File: config.mk
export PLATFORM = sky130hd
export DESIGN_NAME = bprz_word_tx
export DESIGN_NICKNAME = d
export VERILOG_FILES = /design/src/rtl/bprz_pkg.sv /design/src/rtl/bprz_tick_gen.sv /design/src/rtl/bprz_host_stage.sv /design/src/rtl/bprz_serializer.sv /design/src/rtl/bprz_word_tx.sv
export SDC_FILE = /design/constraint.sdc
export NUM_CORES = 1
export LEC_CHECK = 0
export ABC_AREA = 1
export BUFFER_PORTS_ARGS = -buffer_cell sky130_fd_sc_hd__buf_2
export CAP_MARGIN = 5
export CORE_MARGIN = 3
export CORE_UTILIZATION = 41
export CTS_CLUSTER_DIAMETER = 40
export DETAILED_ROUTE_END_ITERATION = 16
export GPL_TIMING_DRIVEN = 0
export PLACE_DENSITY = 0.57
export SLEW_MARGIN = 20
export SYNTH_ARGS = -nofsm -noshare
export SYNTH_HDL_FRONTEND = slang
export SYNTH_SLANG_ARGS = --single-unit
File: constraint.sdc
create_clock -name clk -period 3.15 [get_ports clk]
set_input_delay 0.1575 -clock clk [delete_from_list [all_inputs] [get_ports clk]]
set_output_delay 0.1575 -clock clk [all_outputs]
set_load 0.005 [all_outputs]
File: src/rtl/bprz_pkg.sv
// Package: shared constants, the transmitter state type and the parity helper.
// Assumes a 32-bit word loaded as two equal halves.
package bprz_pkg;
    localparam int WORD_W  = 32;
    localparam int HOST_W  = WORD_W / 2;
    localparam int IDX_W   = $clog2(WORD_W);
    localparam int MIN_GAP = 4;

    typedef enum logic [1:0] {
        ST_IDLE = 2'd0,
        ST_SEND = 2'd1,
        ST_GAP  = 2'd2
    } tx_state_e;

    // Parity bit for bits WORD_W-2:0; odd=1 makes the total count of ones odd.
    function automatic logic body_parity(input logic [WORD_W-2:0] body, input logic odd);
        return odd ? ~(^body) : (^body);
    endfunction
endpackage

File: src/rtl/bprz_tick_gen.sv
// Module: half-bit tick generator.
// Emits a one-cycle tick every HALF_FAST (or HALF_FAST*SLOW_MULT) clocks
// while run is high, and restarts from zero whenever run is low, so the
// first half cell of a word is always full length.
module bprz_tick_gen #(
    parameter int HALF_FAST = 250,
    parameter int SLOW_MULT = 8
) (
    input  logic clk,
    input  logic rst_n,
    input  logic run,
    input  logic slow,
    output logic tick
);
    localparam int HALF_SLOW = HALF_FAST * SLOW_MULT;
    localparam int CW        = $clog2(HALF_SLOW + 1);

    logic [CW-1:0] cnt;
    logic [CW-1:0] lim;

    // Select the half-cell length for the active rate.
    always_comb begin
        lim  = slow ? CW'(HALF_SLOW - 1) : CW'(HALF_FAST - 1);
        tick = run && (cnt == lim);
    end

    // Count clocks within a half cell; hold at zero while idle.
    always_ff @(posedge clk) begin
        if (!rst_n || !run || tick) begin
            cnt <= '0;
        end else begin
            cnt <= cnt + 1'b1;
        end
    end
endmodule

File: src/rtl/bprz_host_stage.sv
// Module: host staging for one word.
// Collects the two halves written by the host and flags a word as pending
// once both have arrived. The assembled word carries parity in its top bit.
// A write in the same cycle as a launch counts toward the next word.
module bprz_host_stage
    import bprz_pkg::*;
(
    input  logic              clk,
    input  logic              rst_n,
    input  logic              wr_en,
    input  logic              wr_upper,
    input  logic [HOST_W-1:0] wr_data,
    input  logic              cfg_odd_par,
    input  logic              take,
    output logic              pending,
    output logic [WORD_W-1:0] word
);
    logic [HOST_W-1:0] low_half;
    logic [HOST_W-1:0] high_half;
    logic              low_seen;
    logic              high_seen;
    logic [WORD_W-2:0] body;

    // Latch host data and track which halves are fresh.
    always_ff @(posedge clk) begin
        if (!rst_n) begin
            low_half  <= '0;
            high_half <= '0;
            low_seen  <= 1'b0;
            high_seen <= 1'b0;
        end else begin
            if (take) begin
                low_seen  <= 1'b0;
                high_seen <= 1'b0;
            end
            if (wr_en && !wr_upper) begin
                low_half <= wr_data;
                low_seen <= 1'b1;
            end
            if (wr_en && wr_upper) begin
                high_half <= wr_data;
                high_seen <= 1'b1;
            end
        end
    end

    // Assemble the word and substitute the parity bit.
    always_comb begin
        body    = {high_half[HOST_W-2:0], low_half};
        word    = {body_parity(body, cfg_odd_par), body};
        pending = low_seen && high_seen;
    end
endmodule

File: src/rtl/bprz_serializer.sv
// Module: word serializer and gap timer.
// Sends the held word LSB first as return-to-zero cells on two rails, then
// counts the inter-word gap in half-bit ticks. At each boundary it takes a
// pending word, repeats the held one, or goes idle.
module bprz_serializer
    import bprz_pkg::*;
#(
    parameter int GAP_W = 8
) (
    input  logic              clk,
    input  logic              rst_n,
    input  logic              tick,
    input  logic              pending,
    input  logic [WORD_W-1:0] word_in,
    input  logic              cfg_repeat,
    input  logic              cfg_slow,
    input  logic [GAP_W-1:0]  cfg_gap,
    output logic              take,
    output logic              run,
    output logic              rate_slow,
    output logic              line_hi,
    output logic              line_lo,
    output logic              busy
);
    tx_state_e         state;
    logic [WORD_W-1:0] cur_word;
    logic [IDX_W-1:0]  bit_idx;
    logic              half_b;
    logic [GAP_W:0]    gap_cnt;
    logic [GAP_W-1:0]  gap_eff;
    logic [GAP_W:0]    gap_halves;
    logic              gap_last;
    logic              cur_bit;

    // Gap length with the minimum applied, expressed in half cells.
    always_comb begin
        gap_eff    = (cfg_gap < GAP_W'(MIN_GAP)) ? GAP_W'(MIN_GAP) : cfg_gap;
        gap_halves = {gap_eff, 1'b0};
        gap_last   = (gap_cnt == gap_halves - 1'b1);
        take       = pending && ((state == ST_IDLE) ||
                                 (state == ST_GAP && tick && gap_last));
    end

    // Sequence through idle, bit cells and gap.
    always_ff @(posedge clk) begin
        if (!rst_n) begin
            state     <= ST_IDLE;
            cur_word  <= '0;
            bit_idx   <= '0;
            half_b    <= 1'b0;
            gap_cnt   <= '0;
            rate_slow <= 1'b0;
        end else begin
            case (state)
                ST_IDLE: begin
                    if (pending) begin
                        cur_word  <= word_in;
                        rate_slow <= cfg_slow;
                        bit_idx   <= '0;
                        half_b    <= 1'b0;
                        state     <= ST_SEND;
                    end
                end
                ST_SEND: begin
                    if (tick) begin
                        if (!half_b) begin
                            half_b <= 1'b1;
                        end else begin
                            half_b <= 1'b0;
                            if (bit_idx == IDX_W'(WORD_W - 1)) begin
                                gap_cnt <= '0;
                                state   <= ST_GAP;
                            end else begin
                                bit_idx <= bit_idx + 1'b1;
                            end
                        end
                    end
                end
                ST_GAP: begin
                    if (tick) begin
                        if (!gap_last) begin
                            gap_cnt <= gap_cnt + 1'b1;
                        end else if (pending) begin
                            cur_word  <= word_in;
                            rate_slow <= cfg_slow;
                            bit_idx   <= '0;
                            state     <= ST_SEND;
                        end else if (cfg_repeat) begin
                            bit_idx <= '0;
                            state   <= ST_SEND;
                        end else begin
                            state <= ST_IDLE;
                        end
                    end
                end
                default: state <= ST_IDLE;
            endcase
        end
    end

    // Drive the rails in the first half of each cell only.
    always_comb begin
        cur_bit = cur_word[bit_idx];
        line_hi = (state == ST_SEND) && !half_b && cur_bit;
        line_lo = (state == ST_SEND) && !half_b && !cur_bit;
        busy    = (state != ST_IDLE);
        run     = busy;
    end
endmodule

File: src/rtl/bprz_word_tx.sv
// Module: top of one transmit channel.
// Joins host staging, half-bit tick generation and serialization. All
// configuration inputs are assumed static while a word is in flight, except
// cfg_repeat, which may be cleared at any time.
module bprz_word_tx
    import bprz_pkg::*;
#(
    parameter int HALF_FAST = 250,
    parameter int SLOW_MULT = 8,
    parameter int GAP_W     = 8
) (
    input  logic              clk,
    input  logic              rst_n,
    input  logic              wr_en,
    input  logic              wr_upper,
    input  logic [HOST_W-1:0] wr_data,
    input  logic              cfg_odd_par,
    input  logic              cfg_repeat,
    input  logic              cfg_slow,
    input  logic [GAP_W-1:0]  cfg_gap,
    output logic              line_hi,
    output logic              line_lo,
    output logic              busy
);
    logic              take;
    logic              pending;
    logic [WORD_W-1:0] word;
    logic              run;
    logic              rate_slow;
    logic              tick;

    bprz_host_stage u_stage (
        .clk        (clk),
        .rst_n      (rst_n),
        .wr_en      (wr_en),
        .wr_upper   (wr_upper),
        .wr_data    (wr_data),
        .cfg_odd_par(cfg_odd_par),
        .take       (take),
        .pending    (pending),
        .word       (word)
    );

    bprz_tick_gen #(
        .HALF_FAST(HALF_FAST),
        .SLOW_MULT(SLOW_MULT)
    ) u_tick (
        .clk  (clk),
        .rst_n(rst_n),
        .run  (run),
        .slow (rate_slow),
        .tick (tick)
    );

    bprz_serializer #(
        .GAP_W(GAP_W)
    ) u_ser (
        .clk       (clk),
        .rst_n     (rst_n),
        .tick      (tick),
        .pending   (pending),
        .word_in   (word),
        .cfg_repeat(cfg_repeat),
        .cfg_slow  (cfg_slow),
        .cfg_gap   (cfg_gap),
        .take      (take),
        .run       (run),
        .rate_slow (rate_slow),
        .line_hi   (line_hi),
        .line_lo   (line_lo),
        .busy      (busy)
    );
endmodule

==> results by group, run 1 <==
Synth
  – Post-synthesis cell type count: 39
  – Seq/Total Area, Yosys: 0.393
  – Mapped cell area: 0.00479 mm2
  – Top-count cell post-synth: nor2_1
  – Net count after synthesis: 719
  – Synth Register Bits: 94
  – Synth area leader: dfxtp_1
  – Async set or reset register ratio after synthesis: 0
  – Synth area leaders: dfxtp_1 (39%), nor2_1 (15%), o21ai_0 (7.0%), nand2_1 (5.5%), xnor2_1 (4.8%)
  – Mapped Cells: 683
  – Synthesized area per cell: 7.01 um2
  – Number of synthesized flops with an enable pin: 0
  – Ys flop type: dfxtp_1
  – Yosys top cell area share: 0.393
  – Synth Warn #: 0
  – Synth top cells by count: nor2_1 (191), dfxtp_1 (94), nand2_1 (70), o21ai_0 (67), inv_1 (51)

GRT
  – Global Route met3 Usage: 0.0370
  – Met1 Use GR: 0.260
  – Initial antenna violation count: 0
  – Largest net degree at the start of global routing: 17
  – Top Usage Layer GRT: met2
  – Total GRT Usage: 0.193
  – Vias in the first global route: 4204
  – Grt ovf: 0
  – Grt met2 use: 0.313
  – First-pass GRT wire length: 20100 um

Placed design
  – Hpwl dp: 8990 um
  – Post-DP Area: 0.00513 mm2
  – Final GP Congestion: 0.858
  – IO buf count: 33

STA
  – Max Fclk: 356 MHz
  – Rel. slew slack: 0.615
  – Final period util: 0.891
  – Setup-failing EPs final: 0
  – Sum Neg Setup Slack: 0 ns
  – Final Max Tran Viols: 0
  – Worst Tran Pin Value: 0.578 ns
  – Final hold vios: 0
  – Tmin final: 2.81 ns
  – RSZ-0062 raised after global routing: false
  – Clock skew: 0.00768 ns

Routing
  – Vias post-DR: 4398
  – Via density: 5.04
  – Routed WL: 11900 um
  – DR iter-0 viols: 318
  – Wire per inst: 13.6 um
  – DRT Pass-1 Iters: 5
  – Drc violations: 0
  – Final ANT Viol Nets: 0

Layout
  – Share of cells above drive strength 1: 0.109
  – Layout Nets: 763
  – # diodes: 0
  – Final instance area: 0.00544 mm2
  – Syn-to-layout area delta: 13.6%
  – Fillers: 1153

Hold path
  – Worst Hold Class: input pin to flop
  – Hold path startpoint: cfg_slow
  – Endpoint of the worst hold path: u_ser.rate_slow
  – Hold path depth: 3

Worst setup path
  – Setup slack, reg-to-reg: 0.97 ns
  – Critical Path RT: 2.99 ns
  – Worst Setup SP: u_ser.bit_idx[0]
  – Worst-case reg-to-reg path depth: 12
  – Worst flop-to-flop path startpoint: u_tick.cnt[4]
  – Startpoint Class: flop
  – Crit Path Class: flop to primary output
  – Capturing point of the worst reg2reg path: u_ser.cur_word[7]
  – Crit path max fanout: 10
  – CP endpoint kind: primary output
  – Arr. time, crit path: 2.65 ns

Clock network
  – Clk buf depth: 2
  – Clock transition at the registers of the reported paths: 0.06 ns
  – Skew-Pair Late Insertion Delay: 0.34 ns
  – Clk sink count: 94
  – CTS tree: yes
  – Clock Tree Root: clkbuf_16
  – H-tree levels: 3
  – Number of buffers created by CTS: 9
  – Post-CTS Setup Bufs: 0

Floorplan
  – Die Span X: 114 um
  – Die Height: 114 um
  – Rows: 38
  – I/O pin count: 34
  – Die area: 0.0130 mm2
  – Initial Utilization: 0.430
  – CORE AREA: 0.0111 mm2

Power and ir drop
  – Leakage: 0.00229 uW
  – P per Cell Area: 572 mW/mm2
  – Max IR drop VDD: 0.000297 V

Flow run
  – Max Cap Viol: 0

Status
  – Status: complete, no violations
[state kept, by name, indices dropped and copies added, names as in the netlist]
signal	cells
u_ser.gap_cnt	9
u_ser.rate_slow	1
u_ser.state	2
u_ser.half_b	1
u_stage.low_half	16
u_stage.high_half	15
u_stage.high_seen	1
u_stage.low_seen	1
u_tick.cnt	11
u_ser.cur_word	32
u_ser.bit_idx	5
[critical path, cell delays in order (launching register included)]
cell and delay [ns]:
dfxtp_1 0.31, clkbuf_1 0.20, clkinv_1 0.21, clkbuf_1 0.39, o21ai_0 0.14, o221ai_1 0.20
nand3_1 0.10, o31ai_1 0.08, inv_1 0.06, o21ai_0 0.33, inv_1 0.08, nor2_1 0.09
buf_2 0.12
[cell usage in the layout (no fill, tap or decap), types with 5 or more instances in the layout]
cell type / Yosys / routed
clkbuf_16: 0 / 9
nor3_1: 7 / 7
nor2_1: 191 / 191
ha_1: 5 / 5
inv_1: 51 / 51
nand4_1: 13 / 13
clkbuf_1: 17 / 16
xnor2_1: 26 / 26
buf_6: 7 / 7
nand3_1: 25 / 25
xor2_1: 13 / 13
dfxtp_1: 94 / 94
nand2_1: 70 / 70
o21ai_1: 24 / 24
a21oi_1: 19 / 19
o21ai_0: 67 / 67
buf_2: 0 / 33
[timing repair]
item,in CTS,in global routing
hold buffers,0,0
gates resized for setup,0,2
endpoints found under the setup margin,0,1
[metrics by stage]
| stage | worst slack, ns | util | hold slack, ns | power (uW) | instances |
|---|---|---|---|---|---|
| final | 0.342 | 0.489 | 0.0405 | 3110 | 872 |
| after global routing | 0.0303 | 0.489 | 0.0306 | 3300 | 872 |
| after CTS | 0.344 | 0.489 | 0.0295 | 3130 | 872 |
| after detailed placement | 0.378 | 0.461 | 0.395 | 2020 | 856 |
| after global placement | 0.432 | 0.461 | 0.385 | 2000 | 856 |
| after floorplan | 0.964 | - | 0.292 | 1830 | 683 |
[worst max-delay path by stage]
stage                              end  slack [ns]  depth (start not counted)
finish                         line_hi        0.34                         12
global route                   line_hi        0.03                         12
detailed placement   u_ser.cur_word[7]        0.38                         20
CTS                            line_hi        0.34                         11
global placement    u_ser.cur_word[11]        0.43                         20
floorplan           u_ser.cur_word[23]        0.96                         19
[cell families after synthesis]
kind of cell | synth area share
buffers and inverters | 0.0765
AND/OR/NAND/NOR | 0.293
adder cells (fa/ha/maj) | 0.0131
XOR/XNOR | 0.0713
AO/OA/AOI/OAI | 0.154
flip-flops | 0.393
[where the power goes]
| part | leakage [uW] | internal (uW) | switching, uW |
|---|---|---|---|
| logic | 0.00138 | 242 | 441 |
| clock network | 0.000143 | 641 | 474 |
| registers | 0.000766 | 1260 | 56.5 |
[area by class of cell]
cell class,instances,area [um2],area share
timing repair buffer,33,165,0.0304
sequential,94,1880,0.346
clock buffer,10,239,0.0439
inverter,58,220,0.0405
clock inverter,6,68.8,0.0127
buffer,25,148,0.0271
tap,140,175,0.0322
multi-input combinational,506,2540,0.467
[routing by layer]
layer | up-vias | wire length [um] | share of wire
met4 | 0 | 197 | 0.017
met3 | 14 | 441 | 0.037
li1 | 2321 | - | -
met2 | 80 | 5410 | 0.46
met1 | 1983 | 5800 | 0.49
met5 | - | 0 | 0
Note: power is estimated with default switching activity, not from simulation.
==> run 2, diff against run 1 <==
- SETUP_SLACK_MARGIN: default -> 0.5
==> results by group, run 2 (same netlist as run 1, synthesis figures left out) <==
Status
  – Status: complete, no violations (unchanged)

Clock network
  – Clock transition at the registers of the reported paths: 0.07 ns (was 0.06 ns)
  – CTS tree: yes (unchanged)
  – Cts-stage hold buffer count: 0 (unchanged)
  – Number of buffers created by CTS: 9 (unchanged)
  – Skew-Pair Late Insertion Delay: 0.34 ns (about the same)
  – Clk sink count: 94 (unchanged)
  – Resize count post-CTS: 4 (was 0)
  – Clock Tree Root: clkbuf_16 (unchanged)
  – Post-CTS Setup Bufs: 0 (unchanged)
  – H-tree levels: 3 (unchanged)
  – Clk buf depth: 2 (unchanged)

Worst setup path
  – Startpoint Class: input pin (was flop)
  – Crit Path Class: input pin to flop (was flop to primary output)
  – Setup slack, reg-to-reg: 0.98 ns (was 0.97 ns)
  – CP endpoint kind: flop (was primary output)
  – Capturing point of the worst reg2reg path: u_ser.cur_word[28] (was u_ser.cur_word[7])
  – Critical Path RT: 3.39 ns (was 2.99 ns)
  – Worst-case reg-to-reg path depth: 12 (unchanged)
  – Arr. time, crit path: 2.66 ns (was 2.65 ns)
  – Crit path max fanout: 10 (unchanged)
  – Worst flop-to-flop path startpoint: u_tick.cnt[4] (unchanged)

STA
  – Setup-failing EPs final: 0 (unchanged)
  – Rel. slew slack: 0.614 (was 0.615)
  – Worst hold slack: 0.0411 ns (was 0.0405 ns)
  – Clock skew: 0.00701 ns (was 0.00768 ns)
  – RSZ-0062 raised after global routing: false (unchanged)
  – Worst Tran Pin Value: 0.579 ns (was 0.578 ns)
  – Max Fclk: 413 MHz (was 356 MHz)
  – Tmin final: 2.42 ns (was 2.81 ns)
  – Sum Neg Setup Slack: 0 ns (unchanged)
  – Final Max Tran Viols: 0 (unchanged)
  – Final hold vios: 0 (unchanged)
  – Final period util: 0.769 (was 0.891)

GRT
  – Vias in the first global route: 4204 (unchanged)
  – Total GRT Usage: 0.193 (unchanged)
  – Initial antenna violation count: 0 (unchanged)
  – First-pass GRT wire length: 20100 um (unchanged)
  – Largest net degree at the start of global routing: 17 (unchanged)
  – Grt ovf: 0 (unchanged)

Floorplan
  – CORE AREA: 0.0111 mm2 (unchanged)
  – I/O pin count: 34 (unchanged)
  – Die Height: 114 um (unchanged)
  – Rows: 38 (unchanged)
  – Die area: 0.0130 mm2 (unchanged)
  – Die Span X: 114 um (unchanged)
  – Initial Utilization: 0.430 (unchanged)

Layout
  – Biggest regs: u_ser.cur_word: 32 flops, u_stage.low_half: 16 flops, u_stage.high_half: 15 flops (unchanged)
  – Final core utilization: 0.490 (was 0.489)
  – Fin cells: 872 (unchanged)
  – Share of cells above drive strength 1: 0.116 (was 0.109)
  – Syn-to-layout area delta: 13.8% (was 13.6%)
  – Most common cell after layout, fill and taps aside: nor2_1 (unchanged)
  – Largest register by flop count: u_ser.cur_word (unchanged)
  – Max reg flops: 32 (unchanged)
  – Layout Nets: 763 (unchanged)
  – # diodes: 0 (unchanged)
  – Most frequent cells in the layout: nor2_1 (191), dfxtp_1 (94), nand2_1 (70) (unchanged)

Hold path
  – Hold path depth: 3 (unchanged)
  – Hold path startpoint: cfg_slow (unchanged)
  – Worst Hold Class: input pin to flop (unchanged)
  – Endpoint of the worst hold path: u_ser.rate_slow (unchanged)

Routing
  – DR iter-0 viols: 337 (was 318)
  – Routed WL: 11800 um (was 11900 um)
  – DRT Pass-1 Iters: 4 (was 5)
  – Vias post-DR: 4366 (was 4398)
  – Via density: 5.01 (was 5.04)
  – Final ANT Viol Nets: 0 (unchanged)
  – Wire per inst: 13.6 um (about the same)
  – Drc violations: 0 (unchanged)

Placed design
  – Hpwl dp: 8990 um (unchanged)
  – IO buf count: 33 (unchanged)
  – Final GP Congestion: 0.858 (unchanged)
  – Cells after DPL: 856 (unchanged)

Power and ir drop
  – Leakage: 0.00230 uW (was 0.00229 uW)
  – Max IR drop VDD: 0.000296 V (was 0.000297 V)
  – P per Cell Area: 572 mW/mm2 (about the same)

Flow run
  – Max Cap Viol: 0 (unchanged)
run 2: power by group:
part	total (uW)	switching, uW	internal, uW
sequential	1310	56.6	1260
clock	1110	473	641
combinational	692	443	249
total	3120	973	2140
run 2: metrics by stage:
stage / area, um2 / setup WS, ns / power [uW]
floorplan: 4790 / 0.964 / 1830
global placement: 5130 / 0.432 / 2000
detailed placement: 5130 / 0.378 / 2020
CTS: 5440 / 0.606 / 3140
global route: 5450 / 0.502 / 3310
finish: 5450 / 0.728 / 3120
run 2: layout make-up:
cell class                 instances  area, um2
clock buffer                      10        239
buffer                            25        154
tap                              140        175
fill                            1152       5680
multi-input combinational        506       2540
timing repair buffer              33        165
clock inverter                     6       68.8
inverter                          58        221
sequential                        94       1880
run 2: routing by layer:
layer / vias to the layer above / wire length [um] / track usage
li1: 2319 / - / -
met1: 1961 / 5820 / 0.260
met2: 72 / 5400 / 0.313
met3: 14 / 417 / 0.0370
met4: 0 / 198 / 0.0610
met5: - / 0 / 0
run 2: worst max-delay path by stage:
stage / depth (start not counted) / from / endpoint / slack [ns]
finish: 20 / cfg_gap[5] / u_ser.cur_word[28] / 0.73
global placement: 20 / cfg_gap[5] / u_ser.cur_word[11] / 0.43
global route: 20 / cfg_gap[5] / u_ser.cur_word[7] / 0.50
CTS: 12 / u_ser.bit_idx[0] / line_hi / 0.61
floorplan: 19 / cfg_gap[5] / u_ser.cur_word[23] / 0.96
detailed placement: 20 / cfg_gap[5] / u_ser.cur_word[7] / 0.38
run 2: critical path, cell delays in order:
cell	delay [ns]
buf_2	0.13
nor2_2	0.14
nand3_2	0.10
buf_6	0.15
nand2_1	0.07
ha_1	0.15
inv_1	0.07
nor3_1	0.27
nand3_1	0.16
nand2_1	0.09
inv_1	0.04
nor2_1	0.09
nand3_1	0.10
nor2_2	0.18
nand4_2	0.15
nand2_4	0.15
inv_4	0.09
buf_6	0.14
nor2_1	0.14
nor2_1	0.06
